[src/rtl/syn_row_pkg.sv]
package syn_row_pkg;

   typedef enum logic [1:0] {
      ST_IDLE  = 2'd0,
      ST_HDR   = 2'd1,
      ST_ENT   = 2'd2,
      ST_DRAIN = 2'd3
   } row_state_e;

endpackage

[src/rtl/syn_hold_slot.sv]
module syn_hold_slot #(
   parameter int W = 32
) (
   input  logic         clk,
   input  logic         rst_n,
   input  logic         load,
   input  logic [W-1:0] din,
   input  logic         take,
   output logic         valid,
   output logic [W-1:0] dout
);

   always_ff @(posedge clk or negedge rst_n) begin
      if (!rst_n) begin
         valid <= 1'b0;
         dout  <= '0;
      end else if (load) begin
         valid <= 1'b1;
         dout  <= din;
      end else if (take) begin
         valid <= 1'b0;
      end
   end


   hold_stable_chk: assert property (@(posedge clk) disable iff (!rst_n)
      (valid && !take && !load) |=> (valid && $stable(dout)));

endmodule

[src/rtl/syn_entry_adjust.sv]
module syn_entry_adjust #(
   parameter int WORD_W   = 32,
   parameter int WEIGHT_W = 16,
   parameter int DLY_W    = 4,
   parameter int TGT_W    = 11,
   parameter bit SATURATE = 1'b1
) (
   input  logic [WORD_W-1:0]   word,
   input  logic                apply,
   input  logic [WEIGHT_W-1:0] delta,
   output logic [TGT_W-1:0]    target,
   output logic [DLY_W-1:0]    delay,
   output logic [WEIGHT_W-1:0] old_weight,
   output logic [WEIGHT_W-1:0] new_weight,
   output logic [WORD_W-1:0]   new_word
);

   localparam int PARAM_W = WORD_W - WEIGHT_W;
   localparam int RSV_W   = PARAM_W - DLY_W - TGT_W;
   localparam int SUM_W   = WEIGHT_W + 2;

   logic signed [SUM_W-1:0] sum;
   logic [WEIGHT_W-1:0]     adjusted;

   assign target     = word[TGT_W-1:0];
   assign delay      = word[TGT_W+RSV_W +: DLY_W];
   assign old_weight = word[WORD_W-1 -: WEIGHT_W];

   assign sum = $signed({2'b00, old_weight}) +
                $signed({{2{delta[WEIGHT_W-1]}}, delta});

   generate
      if (SATURATE) begin : g_clamp
         always_comb begin
            if (sum < 0)
               adjusted = '0;
            else if (sum[SUM_W-2])
               adjusted = '1;
            else
               adjusted = sum[WEIGHT_W-1:0];
         end
      end else begin : g_wrap
         assign adjusted = sum[WEIGHT_W-1:0];
      end
   endgenerate

   assign new_weight = apply ? adjusted : old_weight;
   assign new_word   = {new_weight, word[PARAM_W-1:0]};

endmodule

[src/rtl/syn_row_engine.sv]
module syn_row_engine
   import syn_row_pkg::*;
#(
   parameter int WORD_W   = 32,
   parameter int WEIGHT_W = 16,
   parameter int DLY_W    = 4,
   parameter int TGT_W    = 11,
   parameter int CNT_W    = 11,
   parameter bit SATURATE = 1'b1
) (
   input  logic                clk,
   input  logic                rst_n,
   input  logic                row_start,
   input  logic [CNT_W-1:0]    row_len,
   input  logic [WORD_W-1:0]   row_stamp,
   input  logic                in_valid,
   output logic                in_ready,
   input  logic [WORD_W-1:0]   in_data,
   output logic [TGT_W-1:0]    q_target,
   output logic [WORD_W-1:0]   q_stamp,
   input  logic                q_apply,
   input  logic [WEIGHT_W-1:0] q_delta,
   output logic                stim_valid,
   input  logic                stim_ready,
   output logic [TGT_W-1:0]    stim_target,
   output logic [DLY_W-1:0]    stim_delay,
   output logic [WEIGHT_W-1:0] stim_weight,
   output logic                wb_valid,
   input  logic                wb_ready,
   output logic [WORD_W-1:0]   wb_data,
   output logic                row_done
);

   localparam int RSV_W  = WORD_W - WEIGHT_W - DLY_W - TGT_W;
   localparam int STIM_W = TGT_W + DLY_W + WEIGHT_W;

   generate
      if (RSV_W < 1) begin : g_bad_layout
         $error("syn_row_engine: fields leave no reserved bit");
      end
      if (CNT_W < 1) begin : g_bad_cnt
         $error("syn_row_engine: CNT_W must be positive");
      end
   endgenerate

   row_state_e          state_q;
   logic [CNT_W-1:0]    rem_q;
   logic [WORD_W-1:0]   new_stamp_q;
   logic [WORD_W-1:0]   old_stamp_q;

   logic                can_load, acc, hdr_acc, ent_acc;
   logic [TGT_W-1:0]    adj_target;
   logic [DLY_W-1:0]    adj_delay;
   logic [WEIGHT_W-1:0] adj_old_w, adj_new_w;
   logic [WORD_W-1:0]   adj_word;
   logic [WORD_W-1:0]   wb_din;
   logic [STIM_W-1:0]   stim_din, stim_dout;

   assign can_load = (!wb_valid || wb_ready) && (!stim_valid || stim_ready);
   assign in_ready = ((state_q == ST_HDR) || (state_q == ST_ENT)) && can_load;
   assign acc      = in_valid && in_ready;
   assign hdr_acc  = acc && (state_q == ST_HDR);
   assign ent_acc  = acc && (state_q == ST_ENT);

   syn_entry_adjust #(
      .WORD_W  (WORD_W),
      .WEIGHT_W(WEIGHT_W),
      .DLY_W   (DLY_W),
      .TGT_W   (TGT_W),
      .SATURATE(SATURATE)
   ) u_adjust (
      .word      (in_data),
      .apply     (q_apply),
      .delta     (q_delta),
      .target    (adj_target),
      .delay     (adj_delay),
      .old_weight(adj_old_w),
      .new_weight(adj_new_w),
      .new_word  (adj_word)
   );

   assign q_target = adj_target;
   assign q_stamp  = old_stamp_q;
   assign wb_din   = hdr_acc ? new_stamp_q : adj_word;
   assign stim_din = {adj_target, adj_delay, adj_new_w};

   syn_hold_slot #(.W(WORD_W)) u_wb_slot (
      .clk  (clk),
      .rst_n(rst_n),
      .load (acc),
      .din  (wb_din),
      .take (wb_ready),
      .valid(wb_valid),
      .dout (wb_data)
   );

   syn_hold_slot #(.W(STIM_W)) u_stim_slot (
      .clk  (clk),
      .rst_n(rst_n),
      .load (ent_acc),
      .din  (stim_din),
      .take (stim_ready),
      .valid(stim_valid),
      .dout (stim_dout)
   );

   assign stim_target = stim_dout[STIM_W-1 -: TGT_W];
   assign stim_delay  = stim_dout[WEIGHT_W +: DLY_W];
   assign stim_weight = stim_dout[WEIGHT_W-1:0];

   assign row_done = (state_q == ST_DRAIN) && !wb_valid && !stim_valid;

   always_ff @(posedge clk or negedge rst_n) begin
      if (!rst_n) begin
         state_q     <= ST_IDLE;
         rem_q       <= '0;
         new_stamp_q <= '0;
         old_stamp_q <= '0;
      end else begin
         unique case (state_q)
            ST_IDLE: if (row_start) begin
               state_q     <= ST_HDR;
               rem_q       <= row_len;
               new_stamp_q <= row_stamp;
            end
            ST_HDR: if (hdr_acc) begin
               old_stamp_q <= in_data;
               state_q     <= (rem_q == '0) ? ST_DRAIN : ST_ENT;
            end
            ST_ENT: if (ent_acc) begin
               rem_q <= rem_q - 1'b1;
               if (rem_q == CNT_W'(1))
                  state_q <= ST_DRAIN;
            end
            ST_DRAIN: if (row_done) state_q <= ST_IDLE;
            default: state_q <= ST_IDLE;
         endcase
      end
   end


   hdr_stamp_chk: assert property (@(posedge clk) disable iff (!rst_n)
      hdr_acc |=> (wb_valid && wb_data == $past(new_stamp_q) && !stim_valid));


   ent_stim_chk: assert property (@(posedge clk) disable iff (!rst_n)
      ent_acc |=> (stim_valid && stim_target == $past(in_data[TGT_W-1:0])));


   keep_weight_chk: assert property (@(posedge clk) disable iff (!rst_n)
      (ent_acc && !q_apply) |=> (wb_data == $past(in_data)));


   raise_weight_chk: assert property (@(posedge clk) disable iff (!rst_n)
      (ent_acc && q_apply && !q_delta[WEIGHT_W-1] && SATURATE) |-> (adj_new_w >= adj_old_w));


   done_empty_chk: assert property (@(posedge clk) disable iff (!rst_n)
      row_done |-> (!wb_valid && !stim_valid && !in_ready));


   done_pulse_chk: assert property (@(posedge clk) disable iff (!rst_n)
      row_done |=> !row_done);


   busy_start_chk: assert property (@(posedge clk) disable iff (!rst_n)
      (row_start && state_q == ST_ENT && !ent_acc) |=> $stable(rem_q));

endmodule

[config.mk]
export PLATFORM = sky130hd
export DESIGN_NAME = syn_row_engine
export DESIGN_NICKNAME = d
export VERILOG_FILES = /design/src/rtl/syn_row_pkg.sv /design/src/rtl/syn_hold_slot.sv /design/src/rtl/syn_entry_adjust.sv /design/src/rtl/syn_row_engine.sv
export SDC_FILE = /design/constraint.sdc
export NUM_CORES = 1
export LEC_CHECK = 0
export ABC_AREA = 1
export BUFFER_PORTS_ARGS = -buffer_cell sky130_fd_sc_hd__buf_2
export CAP_MARGIN = 20
export CORE_MARGIN = 1
export CORE_UTILIZATION = 32
export DETAILED_ROUTE_END_ITERATION = 16
export PLACE_DENSITY = 0.52
export SYNTH_ARGS = -nofsm -noshare
export SYNTH_HDL_FRONTEND = slang
export SYNTH_SLANG_ARGS = --single-unit
[constraint.sdc]
create_clock -name clk -period 2.87 [get_ports clk]
set_input_delay 0.574 -clock clk [delete_from_list [all_inputs] [get_ports clk]]
set_output_delay 0.574 -clock clk [all_outputs]
set_load 0.005 [all_outputs]
# Word-level counts from Yosys, hierarchy flattened
# Index checks and enable logic that the tools add are counted.
# totals
regBits	142
in_bits	98
output_inout_bits	110
word_cells	59
# op_classes
addsub	2
n_lt_le_gt_ge	1
n_eq_ne	9
n_mux	18
reduce_logical	21
# op_table
op	count
16-bit 2-to-1 mux	3
32-bit 2-to-1 mux	1
11-bit 2-to-1 mux	2
11-bit one-hot mux with 2 select lines	1
17-bit by 16-bit adder with 18-bit output	1
18-bit by 1-bit less-than comparator with 1-bit output (second input constant)	1
11-bit by 1-bit equality test with 1-bit output (second input constant)	1
11-bit logical NOT	1
11-bit by 1-bit subtractor with 11-bit output (second input constant)	1
2-bit 2-to-1 mux	5
2-bit != test (second input constant)	4
2-bit one-hot mux with 4 select lines	1
1-bit logical AND	7
2-bit nonzero test	3
1-bit 2-to-1 mux	5
5-bit AND reduction	1
2-bit equality test (second input constant)	2
2-bit AND reduction	2
1-bit logical OR	3
3-bit AND reduction	1
2-bit by 1-bit equality test with 1-bit output (second input constant)	1
1-bit logical NOT	2
2-bit logical NOT	1
2-bit by 1-bit != test with 1-bit output (second input constant)	1

# Logic depth before layout (Yosys ltp)
# depth
depth_word	8
mapped_depth	16
depth_no_buf	15

# Modules after synthesis
# From an unflattened synthesis, not the netlist that was laid out.
# unflattened
hier_cells	1085
hier_area_um2	8440.6
# by_module_without_submodules
module	n_inst	cells_each	area_per_inst_um2	seq_area_each_um2
syn_row_engine	1	457	3962.6	1926.8
syn_entry_adjust	1	353	1956.9	0.0
syn_hold_slot (u_wb_slot)	1	140	1326.3	825.8
syn_hold_slot (u_stim_slot)	1	135	1194.9	800.8

# Least setup slack after synthesis
# No wires, ideal clock.
# synth_path
path_type	input to register
start	input port in_data[16]
end	register u_stim_slot.dout[5]
setup_ps	117
arrival_time_ps	2160
t_required_ps	2753
path_slack_ps	593
path_stages	15
n_path_buf	1
cell_sequence	ha_1 > fa_1 > nand2_1 > nand3_1 > nand3_1 > nand2_1 > nand2_1 > nand3b_1 > nand2_2 > buf_6 > nand2_1 > nand2_2 > nand2_2 > nand2_1 > nand2_1
# synth_between
elab_chain_len	4
word_cells_on_any_way	5
classes_between	add/sub (1); order compare (1); mux (3)
# synth_rtl
item	line_no	rtl
from (decl)	syn_row_engine.sv:18	input logic [WORD_W-1:0] in_data,
17-bit by 16-bit adder with 18-bit output *	syn_entry_adjust.sv:29	assign sum = $signed({2'b00, old_weight}) +
18-bit by 1-bit less-than comparator with 1-bit output / 16-bit 2-to-1 mux (equally long branches)	syn_entry_adjust.sv:35, syn_entry_adjust.sv:37	
16-bit 2-to-1 mux *	syn_entry_adjust.sv:35	if (sum < 0)
16-bit 2-to-1 mux *	syn_entry_adjust.sv:47	assign new_weight = apply ? adjusted : old_weight;
to (signal assigned)	syn_hold_slot.sv:19	dout <= din;
to (decl)	syn_hold_slot.sv:10	output logic [W-1:0] dout
# Mark *: on every way between the ends. The rest lies on a longest branch, timed or not.
# A chain may end at the register's enable or synchronous reset.

# Worst setup path in the final report
# layout_path
start	register state_q[0]
end	register rem_q[1]
# layout_between
elab_chain_len	7
word_cells_on_any_way	12
classes_between	eq/ne (4); mux (1); reduce/logical (7)
# layout_rtl
item	line_no	rtl
from (decl)	syn_row_engine.sv:46	row_state_e state_q;
from (signal assigned)	syn_row_engine.sv:128	state_q <= (rem_q == '0) ? ST_DRAIN : ST_ENT;
2-bit by 1-bit equality test with 1-bit output / 2-bit equality test (equally long branches)	syn_row_engine.sv:60, syn_row_engine.sv:63, syn_row_engine.sv:120	
1-bit logical OR	syn_row_engine.sv:60	assign in_ready = ((state_q == ST_HDR) || (state_q == ST_ENT)) && can_load;
1-bit logical AND	syn_row_engine.sv:60	
1-bit logical AND	syn_row_engine.sv:61	assign acc = in_valid && in_ready;
1-bit logical AND	syn_row_engine.sv:63	assign ent_acc = acc && (state_q == ST_ENT);
2-bit != test (no source line)	n/a	
3-bit AND reduction (no source line)	n/a	
to (signal assigned)	syn_row_engine.sv:123	rem_q <= row_len;
to (signal assigned)	syn_row_engine.sv:131	rem_q <= rem_q - 1'b1;
to (decl)	syn_row_engine.sv:47	logic [CNT_W-1:0] rem_q;
# Several ways; a longest one is shown, not always the timed one.

==> key figures <==
Timing
  – Setup-failing EPs final: 0
  – Rel. slew slack: 42.0%
  – Worst Skew: 19.7 ps
  – RSZ-0062 raised after global routing: no
  – Minimum clock period: 2440 ps
  – Fmax: 410 MHz
  – Setup TNS: 0 ps
  – Tcrit/Tclk final: 84.9%
  – Worst slew pin tran: 866 ps
  – Count of pins over their slew limit: 0
  – Fin. Hold Viols: 0

Global routing
  – Antenna violations before repair: 0
  – Global-route usage over all layers: 17.9%
  – GR Overflow Total: 0
  – Met3 GRT Util: 3.59%
  – Busiest grt layer: met2
  – Largest net degree at the start of global routing: 66
  – Met1 GRT Util: 23.7%
  – First-pass GRT wire length: 33,300 µm
  – Global routing met2 resource utilization: 29.8%
  – Vias in the first global route: 6,165

Clock tree
  – CTS Buf Count: 17
  – Worst-skew pair later-pin latency: 430 ps
  – CTS-repair resized insts: 0
  – Clock sink count: 142
  – CTS Buffer Depth: 2
  – Post-CTS Hold Buffers: 0
  – CTS H-tree depth: 4
  – CTS tree: yes
  – CTS root buffer: clkbuf_16
  – Setup Fix Bufs, Post-CTS: 0
  – Clock transition at path regs: 60 ps

Synth
  – #FFs+latches synth: 142
  – Netlist cell types: 40
  – Most common cell in the netlist: nand2_1
  – Mean post-synth cell area: 8.37 µm²
  – Post-synth EDFFs: 0
  – Top cell type's share of synthesized area: 47.4%
  – Leading post-synthesis cells by cell area: dfrtp_1 (47%), nand2_1 (16%), mux2_2 (6.9%)
  – Synth top cells by count: nand2_1 (312), dfrtp_1 (142), inv_1 (102)
  – Mapped Cells: 895
  – Synth warnings: 0
  – Post-synthesis sequential area ratio: 47.4%
  – Primary FF master, synth: dfrtp_1
  – Ys async rst share: 100%
  – Area leader, netlist: dfrtp_1
  – Syn nets: 1,018
  – Cell area after synthesis: 7490 µm²

Worst hold path
  – Hold/Removal Path Class: input port to asynchronous set/reset pin

Cells and area
  – Antenna cells: 0
  – Area growth syn-to-layout: 25.5%
  – Share of cells above drive strength 1: 30.9%
  – Final net count: 1,214
  – Fin util: 41.3%
  – Post-Layout Inst Area: 9400 µm²

Route
  – Drt initial violations: 232
  – Routed length per instance: 14.7 µm
  – DRC errors left: 0
  – ANT nets after route: 0
  – Vias per inst: 4.47
  – Final WL: 20,800 µm
  – First-pass iteration count of the detailed router: 4
  – Vias: 6,339

Floorplanning
  – Die Area: 24,000 µm²
  – Ports: 208
  – Die W: 155 µm
  – Num rows: 55
  – Starting Density: 32.9%
  – Die Y-Extent: 155 µm
  – CORE AREA: 22,800 µm²

Setup path
  – Worst setup SP type: register
  – CP Capture Type: register
  – CP required: 3160 ps
  – Arrival time at the worst endpoint: 2730 ps
  – CP max FO: 15
  – CP Class: register to register

Placement
  – Placer congestion estimate: 0.885
  – I/O Buffers: 207
  – Placed cell areas: 8810 µm²
  – DP Wirelength: 15,700 µm

Status
  – Status: finished, final reports clean

Run
  – Maxcap violations: 0

Power and ir drop
  – PwrDens: 988 nW/µm²
  – P_leak: 0.00509 µW
  – Worst vdd ir: 0.000332 V
  – Power Total: 9290 µW
## layer usage
layer	vias to the layer above	part of all wire (%)
met5	-	0
met2	164	48
met1	2946	47
li1	3218	-
met3	11	4.2
met4	0	0.78
## kinds of logic (layout without fill, tap and decap cells)
group           Yosys count  in the layout  synth area share, %
simple gates            419            419                 23.4
fa+ha+maj                25             25                 4.28
flops                   142            142                 47.4
mux                      47             47                 7.06
xor+xnor                  9              9                 1.05
buf+inv                 153            362                 8.87
compound gates          100            100                 7.88
## critical path: stages (launching register included)
cell and delay, ps:
dfrtp_1 400, inv_1 140, ha_1 270, o21ai_1 90, nor2_1 60, nand2_1 230, inv_2 190, o21ai_2 360
inv_1 310, o211ai_1 150, o21ai_0 90
## where the power goes
part / internal (µW) / switching, µW / leakage [µW] / total, µW
sequential: 2960 / 537 / 0.00173 / 3490
clock: 1240 / 993 / 0.000283 / 2230
combinational: 1570 / 2000 / 0.00307 / 3560
total: 5760 / 3530 / 0.00509 / 9290
## per-stage QoR
stage | instances | hold WS [ps] | setup WS, ps
4_1_cts | 1417 | 141 | 387
3_3_place_gp | 1385 | 461 | 258
3_5_place_dp | 1385 | 468 | 204
2_1_floorplan | 895 | 278 | 593
5_1_grt | 1417 | 155 | 116
6_report | 1417 | 117 | 433
## state kept, by name, summed over array words and instances (netlist names)
register,cells
u_stim_slot.valid,1
state_q,2
rem_q,11
q_stamp,32
u_wb_slot.valid,1
u_wb_slot.dout,32
u_stim_slot.dout,31
new_stamp_q,32
## worst paths after layout
check	start	endpoint	slack, ps	cells after the start
min in group clk	stim_ready	u_stim_slot.valid	330	2
worst max register to register	state_q[0]	rem_q[1]	430	10
worst min register to register	q_stamp[5]	q_stamp[5]	480	2
max in group asynchronous	rst_n	u_stim_slot.dout[16]	1990	2
worst max-delay path	state_q[0]	rem_q[1]	430	10
worst min-delay path	rst_n	q_stamp[17]	120	1
## placed cells by master (no fill, tap or decap), types with 3 or more instances in the layout
cell type     n
a21oi_1      17
and2_1        3
buf_2       206
buf_4        12
clkbuf_16    17
clkinvlp_4    3
dfrtp_1     142
ha_1         24
inv_1       102
inv_2         7
inv_6         4
inv_8         5
mux2_2       46
nand2_1     310
nand2_2      27
nand3_1      33
nand3b_1      7
nor2_1       25
nor3_1        6
o211ai_1      3
o21ai_0      53
o221ai_1     16
o22ai_1       3
xnor2_1       6
xor2_1        3
## area by class of cell
class	count	area (µm²)
multi-input combinational	600	3280
clock inverter	15	169
sequential	142	3550
inverter	109	409
tap	313	392
timing repair buffer	221	1170
fill	2392	13400
clock buffer	17	425
Power figures use the tool's default switching activity.
